File: src/rtl/dbf_pkg.sv
package dbf_pkg;

  // Smallest exponent that selects filtering; lower values bypass.
  localparam int unsigned DBF_MIN_EXP = 3;

  typedef enum logic {
    DBF_PASS   = 1'b0,
    DBF_FILTER = 1'b1
  } dbf_mode_e;

  // Resolve the working mode from the three qualifying conditions.
  function automatic dbf_mode_e dbf_mode(input logic en, input logic gsel,
                                         input logic exp_ok);
    return (en && gsel && exp_ok) ? DBF_FILTER : DBF_PASS;
  endfunction

endpackage

File: src/rtl/dbf_rst_sync.sv
module dbf_rst_sync #(
  parameter int unsigned STAGES = 2
) (
  input  logic clk,
  input  logic arst_n,
  output logic rst_n_o
);

  logic [STAGES-1:0] sync_q;
  logic [STAGES-1:0] sync_d;

  always_comb begin
    sync_d = {sync_q[STAGES-2:0], 1'b1};
  end

  always_ff @(posedge clk or negedge arst_n) begin
    if (!arst_n) sync_q <= '0;
    else         sync_q <= sync_d;
  end

  assign rst_n_o = sync_q[STAGES-1];

endmodule

File: src/rtl/dbf_prescale.sv
module dbf_prescale #(
  parameter int unsigned TICK_DIV = 7812
) (
  input  logic clk,
  input  logic rst_n,
  input  logic run,
  output logic tick
);

  localparam int unsigned PW = (TICK_DIV > 1) ? $clog2(TICK_DIV) : 1;
  localparam logic [PW-1:0] P_LAST = PW'(TICK_DIV - 1);

  logic [PW-1:0] pre_q;
  logic [PW-1:0] pre_d;
  logic          at_last;

  assign at_last = (pre_q == P_LAST);

  // The phase restarts whenever the run condition drops.
  always_comb begin
    pre_d = pre_q;
    if (!run)         pre_d = '0;
    else if (at_last) pre_d = '0;
    else              pre_d = pre_q + 1'b1;
  end

  always_ff @(posedge clk or negedge rst_n) begin
    if (!rst_n) pre_q <= '0;
    else        pre_q <= pre_d;
  end

  assign tick = run & at_last;

  generate
    if (TICK_DIV > 1) begin : g_spacing
      // Ticks are never back to back when the divider exceeds one.
      assert_tick_spacing_R6: assert property (@(posedge clk) disable iff (!rst_n)
        tick |=> !tick);
    end
  endgenerate

endmodule

File: src/rtl/dbf_hold_cnt.sv
module dbf_hold_cnt #(
  parameter int unsigned EXP_W = 4
) (
  input  logic             clk,
  input  logic             rst_n,
  input  logic             run,
  input  logic             tick,
  input  logic [EXP_W-1:0] exp_code,
  output logic             done
);

  localparam int unsigned CNT_W = (1 << EXP_W) - 1;

  logic [CNT_W:0]   span;
  logic [CNT_W-1:0] limit;
  logic [CNT_W-1:0] cnt_q;
  logic [CNT_W-1:0] cnt_d;
  logic             reached;

  // Terminal count is 2^E - 1 ticks past the first counted tick.
  always_comb begin
    span  = (CNT_W+1)'(1) << exp_code;
    limit = CNT_W'(span - 1'b1);
  end

  assign reached = (cnt_q >= limit);

  always_comb begin
    cnt_d = cnt_q;
    if (!run)         cnt_d = '0;
    else if (tick)    cnt_d = reached ? '0 : cnt_q + 1'b1;
  end

  always_ff @(posedge clk or negedge rst_n) begin
    if (!rst_n) cnt_q <= '0;
    else        cnt_q <= cnt_d;
  end

  assign done = run & tick & reached;

  // A run that is broken leaves no partial count behind.
  assert_count_restart_R8: assert property (@(posedge clk) disable iff (!rst_n)
    !run |=> (cnt_q == '0));

  // Without a tick the count cannot move while the run continues.
  assert_count_only_on_tick_R6: assert property (@(posedge clk) disable iff (!rst_n)
    (run && !tick) |=> $stable(cnt_q));

endmodule

File: src/rtl/pad_debounce.sv
module pad_debounce #(
  parameter int unsigned TICK_DIV = 7812,
  parameter int unsigned EXP_W    = 4
) (
  input  logic           clk,
  input  logic           arst_n,
  input  logic           din,
  input  logic [EXP_W:0] dbnc_cfg,
  input  logic           glitch_sel,
  output logic           dout
);

  import dbf_pkg::*;

  localparam logic [EXP_W-1:0] EXP_FLOOR = EXP_W'(DBF_MIN_EXP);

  logic             rst_n;
  logic             cfg_en;
  logic [EXP_W-1:0] cfg_exp;
  logic             exp_ok;
  dbf_mode_e        mode;
  logic             filt_on;
  logic             differ;
  logic             run;
  logic             tick;
  logic             hold_done;
  logic             out_q;
  logic             out_d;

  dbf_rst_sync #(.STAGES(2)) u_rst (
    .clk    (clk),
    .arst_n (arst_n),
    .rst_n_o(rst_n)
  );

  // Field decode: bit 0 enable, upper bits exponent.
  assign cfg_en  = dbnc_cfg[0];
  assign cfg_exp = dbnc_cfg[EXP_W:1];
  assign exp_ok  = (cfg_exp >= EXP_FLOOR);
  assign mode    = dbf_mode(cfg_en, glitch_sel, exp_ok);
  assign filt_on = (mode == DBF_FILTER);

  assign differ = din ^ out_q;
  assign run    = filt_on & differ;

  dbf_prescale #(.TICK_DIV(TICK_DIV)) u_pre (
    .clk  (clk),
    .rst_n(rst_n),
    .run  (run),
    .tick (tick)
  );

  dbf_hold_cnt #(.EXP_W(EXP_W)) u_hold (
    .clk     (clk),
    .rst_n   (rst_n),
    .run     (run),
    .tick    (tick),
    .exp_code(cfg_exp),
    .done    (hold_done)
  );

  always_comb begin
    out_d = out_q;
    if (!filt_on)       out_d = din;
    else if (hold_done) out_d = din;
  end

  always_ff @(posedge clk or negedge rst_n) begin
    if (!rst_n) out_q <= 1'b0;
    else        out_q <= out_d;
  end

  assign dout = out_q;

  assert_pass_when_disabled_R2: assert property (@(posedge clk) disable iff (!rst_n)
    !dbnc_cfg[0] |=> (dout == $past(din)));

  assert_pass_without_select_R3: assert property (@(posedge clk) disable iff (!rst_n)
    (dbnc_cfg[0] && !glitch_sel) |=> (dout == $past(din)));

  assert_pass_low_exponent_R4: assert property (@(posedge clk) disable iff (!rst_n)
    (dbnc_cfg[0] && glitch_sel && (dbnc_cfg[EXP_W:1] < EXP_FLOOR)) |=> (dout == $past(din)));

  assert_hold_on_agree_R8: assert property (@(posedge clk) disable iff (!rst_n)
    (filt_on && (din == dout)) |=> $stable(dout));

  assert_wait_for_count_R6: assert property (@(posedge clk) disable iff (!rst_n)
    (filt_on && !hold_done) |=> $stable(dout));

endmodule

File: config.mk
export PLATFORM = sky130hd
export DESIGN_NAME = pad_debounce
export DESIGN_NICKNAME = d
export VERILOG_FILES = /design/src/rtl/dbf_pkg.sv /design/src/rtl/dbf_rst_sync.sv /design/src/rtl/dbf_prescale.sv /design/src/rtl/dbf_hold_cnt.sv /design/src/rtl/pad_debounce.sv
export SDC_FILE = /design/constraint.sdc
export NUM_CORES = 1
export LEC_CHECK = 0
export BUFFER_PORTS_ARGS = -buffer_cell sky130_fd_sc_hd__buf_2
export CAP_MARGIN = 20
export CORE_MARGIN = 5
export CORE_UTILIZATION = 54
export CTS_CLUSTER_DIAMETER = 120
export DETAILED_ROUTE_END_ITERATION = 16
export PLACE_DENSITY = 0.75
export SLEW_MARGIN = 25
export SYNTH_ARGS = -nofsm -noshare
export SYNTH_HDL_FRONTEND = slang
export SYNTH_SLANG_ARGS = --single-unit
File: constraint.sdc
create_clock -name clk -period 0.88 [get_ports clk]
set_input_delay 0 -clock clk [delete_from_list [all_inputs] [get_ports clk]]
set_output_delay 0 -clock clk [all_outputs]
set_load 0.01 [all_outputs]
# Yosys cells after proc, flatten, opt, wreduce, memory -nomap -nowiden
# Cells that the tools add are included.
[totals]
word_cells = 28
in_bits = 9
regBits = 31
out_inout_bits = 1
[op_classes]
mux = 8
add_sub_neg = 3
eq_ne = 3
bitwise = 5
order_cmp = 2
n_reduce_logical = 2
shift = 1
[ops]
columns = ["op", "n"]
rows = [
  ["15-bit two-way mux", 3],
  ["13-bit two-way mux", 2],
  ["15-bit by 1-bit adder with 15-bit output, second input constant", 1],
  ["15-bit greater-or-equal comparator", 1],
  ["1-bit by 4-bit << shifter with 15-bit output, first input constant", 1],
  ["15-bit by 1-bit subtractor with 15-bit output, second input constant", 1],
  ["13-bit by 1-bit adder with 13-bit output, second input constant", 1],
  ["13-bit == test, second input constant", 1],
  ["1-bit bitwise AND", 4],
  ["4-bit by 2-bit greater-or-equal comparator with 1-bit output, second input constant", 1],
  ["1-bit two-way mux", 3],
  ["1-bit logical AND", 2],
  ["2-bit by 1-bit inequality test with 1-bit output, second input constant", 1],
  ["2-bit inequality test, second input constant", 1],
  ["1-bit bitwise XOR", 1],
]

# Logic depth before layout (Yosys ltp)
[depth]
word_depth = 9
ltp_mapped = 16
depth_no_buf = 13

# Hierarchy
# A second synthesis with hierarchy kept.
[unflattened]
cells_unflattened = 236
hier_area_um2 = 2115.8
[modules_own_cells]
columns = ["mod", "area_each_um2", "cells_per_inst", "n_inst", "seq_area_each_um2"]
rows = [
  ["dbf_hold_cnt", 1345.0, 163, 1, 375.4],
  ["dbf_prescale", 636.9, 63, 1, 325.3],
  ["pad_debounce", 80.1, 7, 1, 25.0],
  ["dbf_rst_sync", 53.8, 3, 1, 50.0],
]

# Least setup slack after synthesis
# Ideal clock, no wire load.
[synth_timing]
kind = "input port to flip-flop"
start = "input dbnc_cfg[2]"
end = "register u_hold.cnt_q[13]"
setup_ns = 0.080
setup_slack_ns = -2.220
required_time_ns = 0.800
arrival_time_ns = 3.020
cell_stages = 14
path_buffers = 4
cell_sequence = "clkbuf_1 > nand3b_1 > ha_1 > clkbuf_1 > clkbuf_1 > o311ai_0 > o31a_1 > ha_1 > a21o_1 > a221o_1 > a221oi_4 > o211ai_4 > buf_6 > o211ai_2"
[synth_between]
elab_chain_len = 6
word_cells_on_any_way = 12
classes_between = "add/sub (1); order compare (2); eq/ne (1); shift (1); mux (4); bitwise (2); reduce/logical (1)"
[synth_rtl]
columns = ["item", "line_no", "text"]
rows = [
  ["start: declaration", "pad_debounce.sv:8", "input logic [EXP_W:0] dbnc_cfg,"],
  ["1-bit by 4-bit << shifter with 15-bit output / 4-bit by 2-bit greater-or-equal comparator with 1-bit output (equally long branches)", "dbf_hold_cnt.sv:22, pad_debounce.sv:39", ""],
  ["15-bit by 1-bit subtractor with 15-bit output / 1-bit logical AND (equally long branches)", "dbf_hold_cnt.sv:23, dbf_pkg.sv:14", ""],
  ["15-bit greater-or-equal comparator / 1-bit two-way mux (equally long branches)", "dbf_hold_cnt.sv:26, dbf_pkg.sv:14", ""],
  ["15-bit two-way mux / 1-bit bitwise AND (equally long branches)", "dbf_hold_cnt.sv:31, pad_debounce.sv:44", ""],
  ["15-bit two-way mux / 1-bit bitwise AND (equally long branches)", "dbf_hold_cnt.sv:31, dbf_prescale.sv:32", ""],
  ["15-bit two-way mux / 2-bit inequality test (equally long branches)", "n/a", ""],
  ["end signal: assignment", "dbf_hold_cnt.sv:36", "else cnt_q <= cnt_d;"],
  ["end: declaration", "dbf_hold_cnt.sv:16", "logic [CNT_W-1:0] cnt_q;"],
]
# Several ways; a longest one is shown, not always the timed one. The select of a mux whose other input is x is not followed.
# A chain may end at the register's enable or synchronous reset.

# Final worst setup path
[layout_timing]
start = "input dbnc_cfg[4]"
end = "register u_hold.cnt_q[1]"
# The elaborated chain is that of the path after synthesis.

==> results.json <==
{
  "status": "finished with violations",
  "violations": "setup timing",
  "crit_slowest_cell": "a221oi_4",
  "rsz0062_at_grt": "true",
  "endpoint_kind": "flip-flop",
  "syn-cell-area_sq_mm": 0.00223,
  "synth_cell_types": 45,
  "clk_path_buf_depth": 2,
  "rows": 23,
  "period_minus_slack_ps": 2490,
  "crit_type": "in -> reg",
  "critPathMaxStageDelay_ps": 410,
  "maxUsedRoutingLayer": "met4",
  "synth_edf_count": 0,
  "routed_wl_microns": 8050,
  "hpwl_microns": 4270,
  "gr-total-overflow": 0,
  "arrival_ps": 2730,
  "syn-instance-count": 254,
  "multi_input_area_sq_mm": 0.00156,
  "ios": 10,
  "min_path_type": "in -> async",
  "layout_commonest_cell": "buf_4",
  "post-route-period-util_pct": 283,
  "finClkSkew_ps": 15.1,
  "r2r-start": "u_hold.cnt_q[10]",
  "initial_core_util_pct": 55.6,
  "finalSetupViolations": 30,
  "syn_nets": 281,
  "gp_congestion": 0.847,
  "grt_max_degree": 30,
  "synth_area_per_cell_sq_um": 8.76,
  "core-area_sq_mm": 0.00400,
  "drtIter0Drc": 223,
  "rrSetupSlack_ps": -1350,
  "layout-drive-gt1-share_pct": 40.5,
  "die_w_microns": 74.2,
  "dieHeight_microns": 74.2,
  "wl_met3_microns": 674,
  "synth_xor_area_share_pct": 6.69,
  "ys_ff_latch": 31,
  "drt-met1-wl_microns": 3070,
  "drv_slew": 0,
  "regArea_sq_um": 777,
  "maxCapViolations": 0,
  "synth-compound-area-share_pct": 20.6,
  "layout.nets": 377,
  "area_delta_synth_final_pct": 48.9,
  "io_buffers": 9,
  "vdd_drop_max_mv": 1.23,
  "clock_sinks": 31,
  "antenna_found_initial": 0,
  "wl_per_cell_microns": 20.1,
  "fin_util_pct": 82.9,
  "crit_buf_inv": 3,
  "path_cells": "buf_6 > nor2_4 > nand3b_1 > ha_4 > buf_6 > o21ai_2 > o31ai_1 > a21oi_1 > ha_1 > and2_4 > a221o_1 > a221oi_4 > buf_6 > o21a_1 > a32o_1",
  "synth_top_family_by_area": "simple AND/OR/NAND/NOR gates",
  "design_area_sq_mm": 0.00331,
  "cp-start-kind": "input pin",
  "finalWorstSetupSlack_ps": -1610,
  "die_area_sq_mm": 0.00551,
  "synth_largest_area_cell": "dfrtp_1",
  "cts_tree": "yes",
  "ant_nets": 0,
  "grt_pass1_vias": 2398,
  "seq_area_frac_synth_pct": 34.9,
  "vias_per_cell": 6.35,
  "power.leakage_nw": 1.58,
  "cts_max_level": 2,
  "yosys_warnings": 0,
  "yosys.area_share.adder_pct": 10.1,
  "path_clk_slew_ps": 80,
  "placed_area_sq_mm": 0.00286,
  "grt_pass1_wl_microns": 11200,
  "clk_latency_ps": 300,
  "drt_pass1_iterations": 5,
  "final_cell_mix": "buf_4, nand2_1, dfrtp_1",
  "path_common_cell": "buf_6",
  "cts_buffers": 5,
  "cellPowerDensity_mw_per_mm2": 1050,
  "synth-simple-area-share_pct": 24.5,
  "yosys.area.top_type_share_pct": 34.9,
  "worstSetupStartpoint": "dbnc_cfg[4]",
  "crit_required_ps": 1120,
  "hold_viol": 0,
  "drc": 0,
  "synthMuxAreaShare_pct": 0,
  "dominantRegCellSynth": "dfrtp_1",
  "critPathMaxFanout": 6,
  "grt_usage_pct": 26.5,
  "yosys-top-cells-area": "dfrtp_1, ha_1, nand2_1",
  "critical_path.top_delay_family": "compound AO/OA/AOI/OAI gates",
  "fmax_mhz": 402,
  "cts-root-buf": "clkbuf_8",
  "fill_cells": 211,
  "route.met2.wl_microns": 3980,
  "async_reset_ff_share_pct": 100,
  "routed-via-count": 2548,
  "hold-worst-slack_ps": 13.1,
  "num_antenna_cells": 0
}
-- power breakdown --
group / total [W] / leakage [nW] / switching (W) / internal (W)
clock network: 0.00149 / 0.0581 / 0.000642 / 0.000843
logic: 0.000545 / 1.09 / 0.000281 / 0.000264
registers: 0.00145 / 0.425 / 0.0000131 / 0.00144
-- flip-flops by register name, summed over array words and instances (netlist names) --
signal and count:
u_rst.sync_q 2, dout 1, u_pre.pre_q 13, u_hold.cnt_q 15
-- worst register-to-register path: stages, from the launching register on --
cell and delay [ps]:
dfrtp_1 410, ha_1 320, and2_4 150, a221o_1 360, a221oi_4 410, buf_6 190
o21a_1 170, a32o_1 180
-- layout make-up --
class	instances	area share (%)
inverter	6	0.680
sequential	31	23.4
multi-input combinational	208	46.9
clock inverter	3	1.32
tap	50	1.89
clock buffer	5	2.08
timing repair buffer	98	23.7
-- metal layers --
| metal | track usage (%) | vias to the layer above |
|---|---|---|
| li1 | - | 1132 |
| met1 | 32.5 | 1207 |
| met2 | 44.3 | 166 |
| met3 | 5.41 | 43 |
| met4 | 13.3 | 0 |
| met5 | 0 | - |
-- worst paths after layout --
path / depth (start not counted) / end
setup / recovery: 15 / u_hold.cnt_q[1]
hold / removal: 2 / u_rst.sync_q[1]
hold reg to reg: 1 / u_pre.pre_q[0]
min in group clk: 4 / dout
max in group asynchronous: 1 / u_hold.cnt_q[4]
setup reg to reg: 7 / u_hold.cnt_q[1]
-- per-stage QoR --
step	cells	power [W]	TNS, ps	worst slack, ps
6_report	401	0.00348	-33860	-1610
5_1_grt	401	0.00358	-36520	-1750
4_1_cts	390	0.00335	-33840	-1580
3_5_place_dp	372	0.00190	-39350	-1960
3_3_place_gp	372	0.00189	-36940	-1840
2_1_floorplan	254	0.00173	-36530	-1880
-- synth_stat cells (5+ instances only) --
cell       number
nor3_1          5
nand4_1         9
o21ai_0        10
ha_1           18
o2111ai_1       7
o21ai_1         7
inv_1           6
nand2_1        34
a21oi_1        13
o211ai_1        5
nor2_1         23
and3_1          6
xor2_1         13
clkbuf_1        8
nand3_1         9
dfrtp_1        31
-- timing repair --
| item | in CTS | in global routing |
|---|---|---|
| pin swaps | 11 | 27 |
| hold buffers | 1 | 0 |
| endpoints found under the hold margin | 2 | 0 |
| resized for setup | 16 | 30 |
| setup buffers | 8 | 15 |
| gates cloned | 1 | 1 |
| setup endpoints to repair | 29 | 30 |
-- kinds of logic (layout without fill, tap and decap cells) --
kind of cell / count (synthesis) / after routing
other: 1 / 1
AO/OA/AOI/OAI: 62 / 62
buffers and inverters: 16 / 112
XOR/XNOR: 17 / 17
flip-flops: 31 / 31
AND/OR/NAND/NOR: 109 / 110
adder cells (fa/ha/maj): 18 / 18
Power figures use the tool's default switching activity.
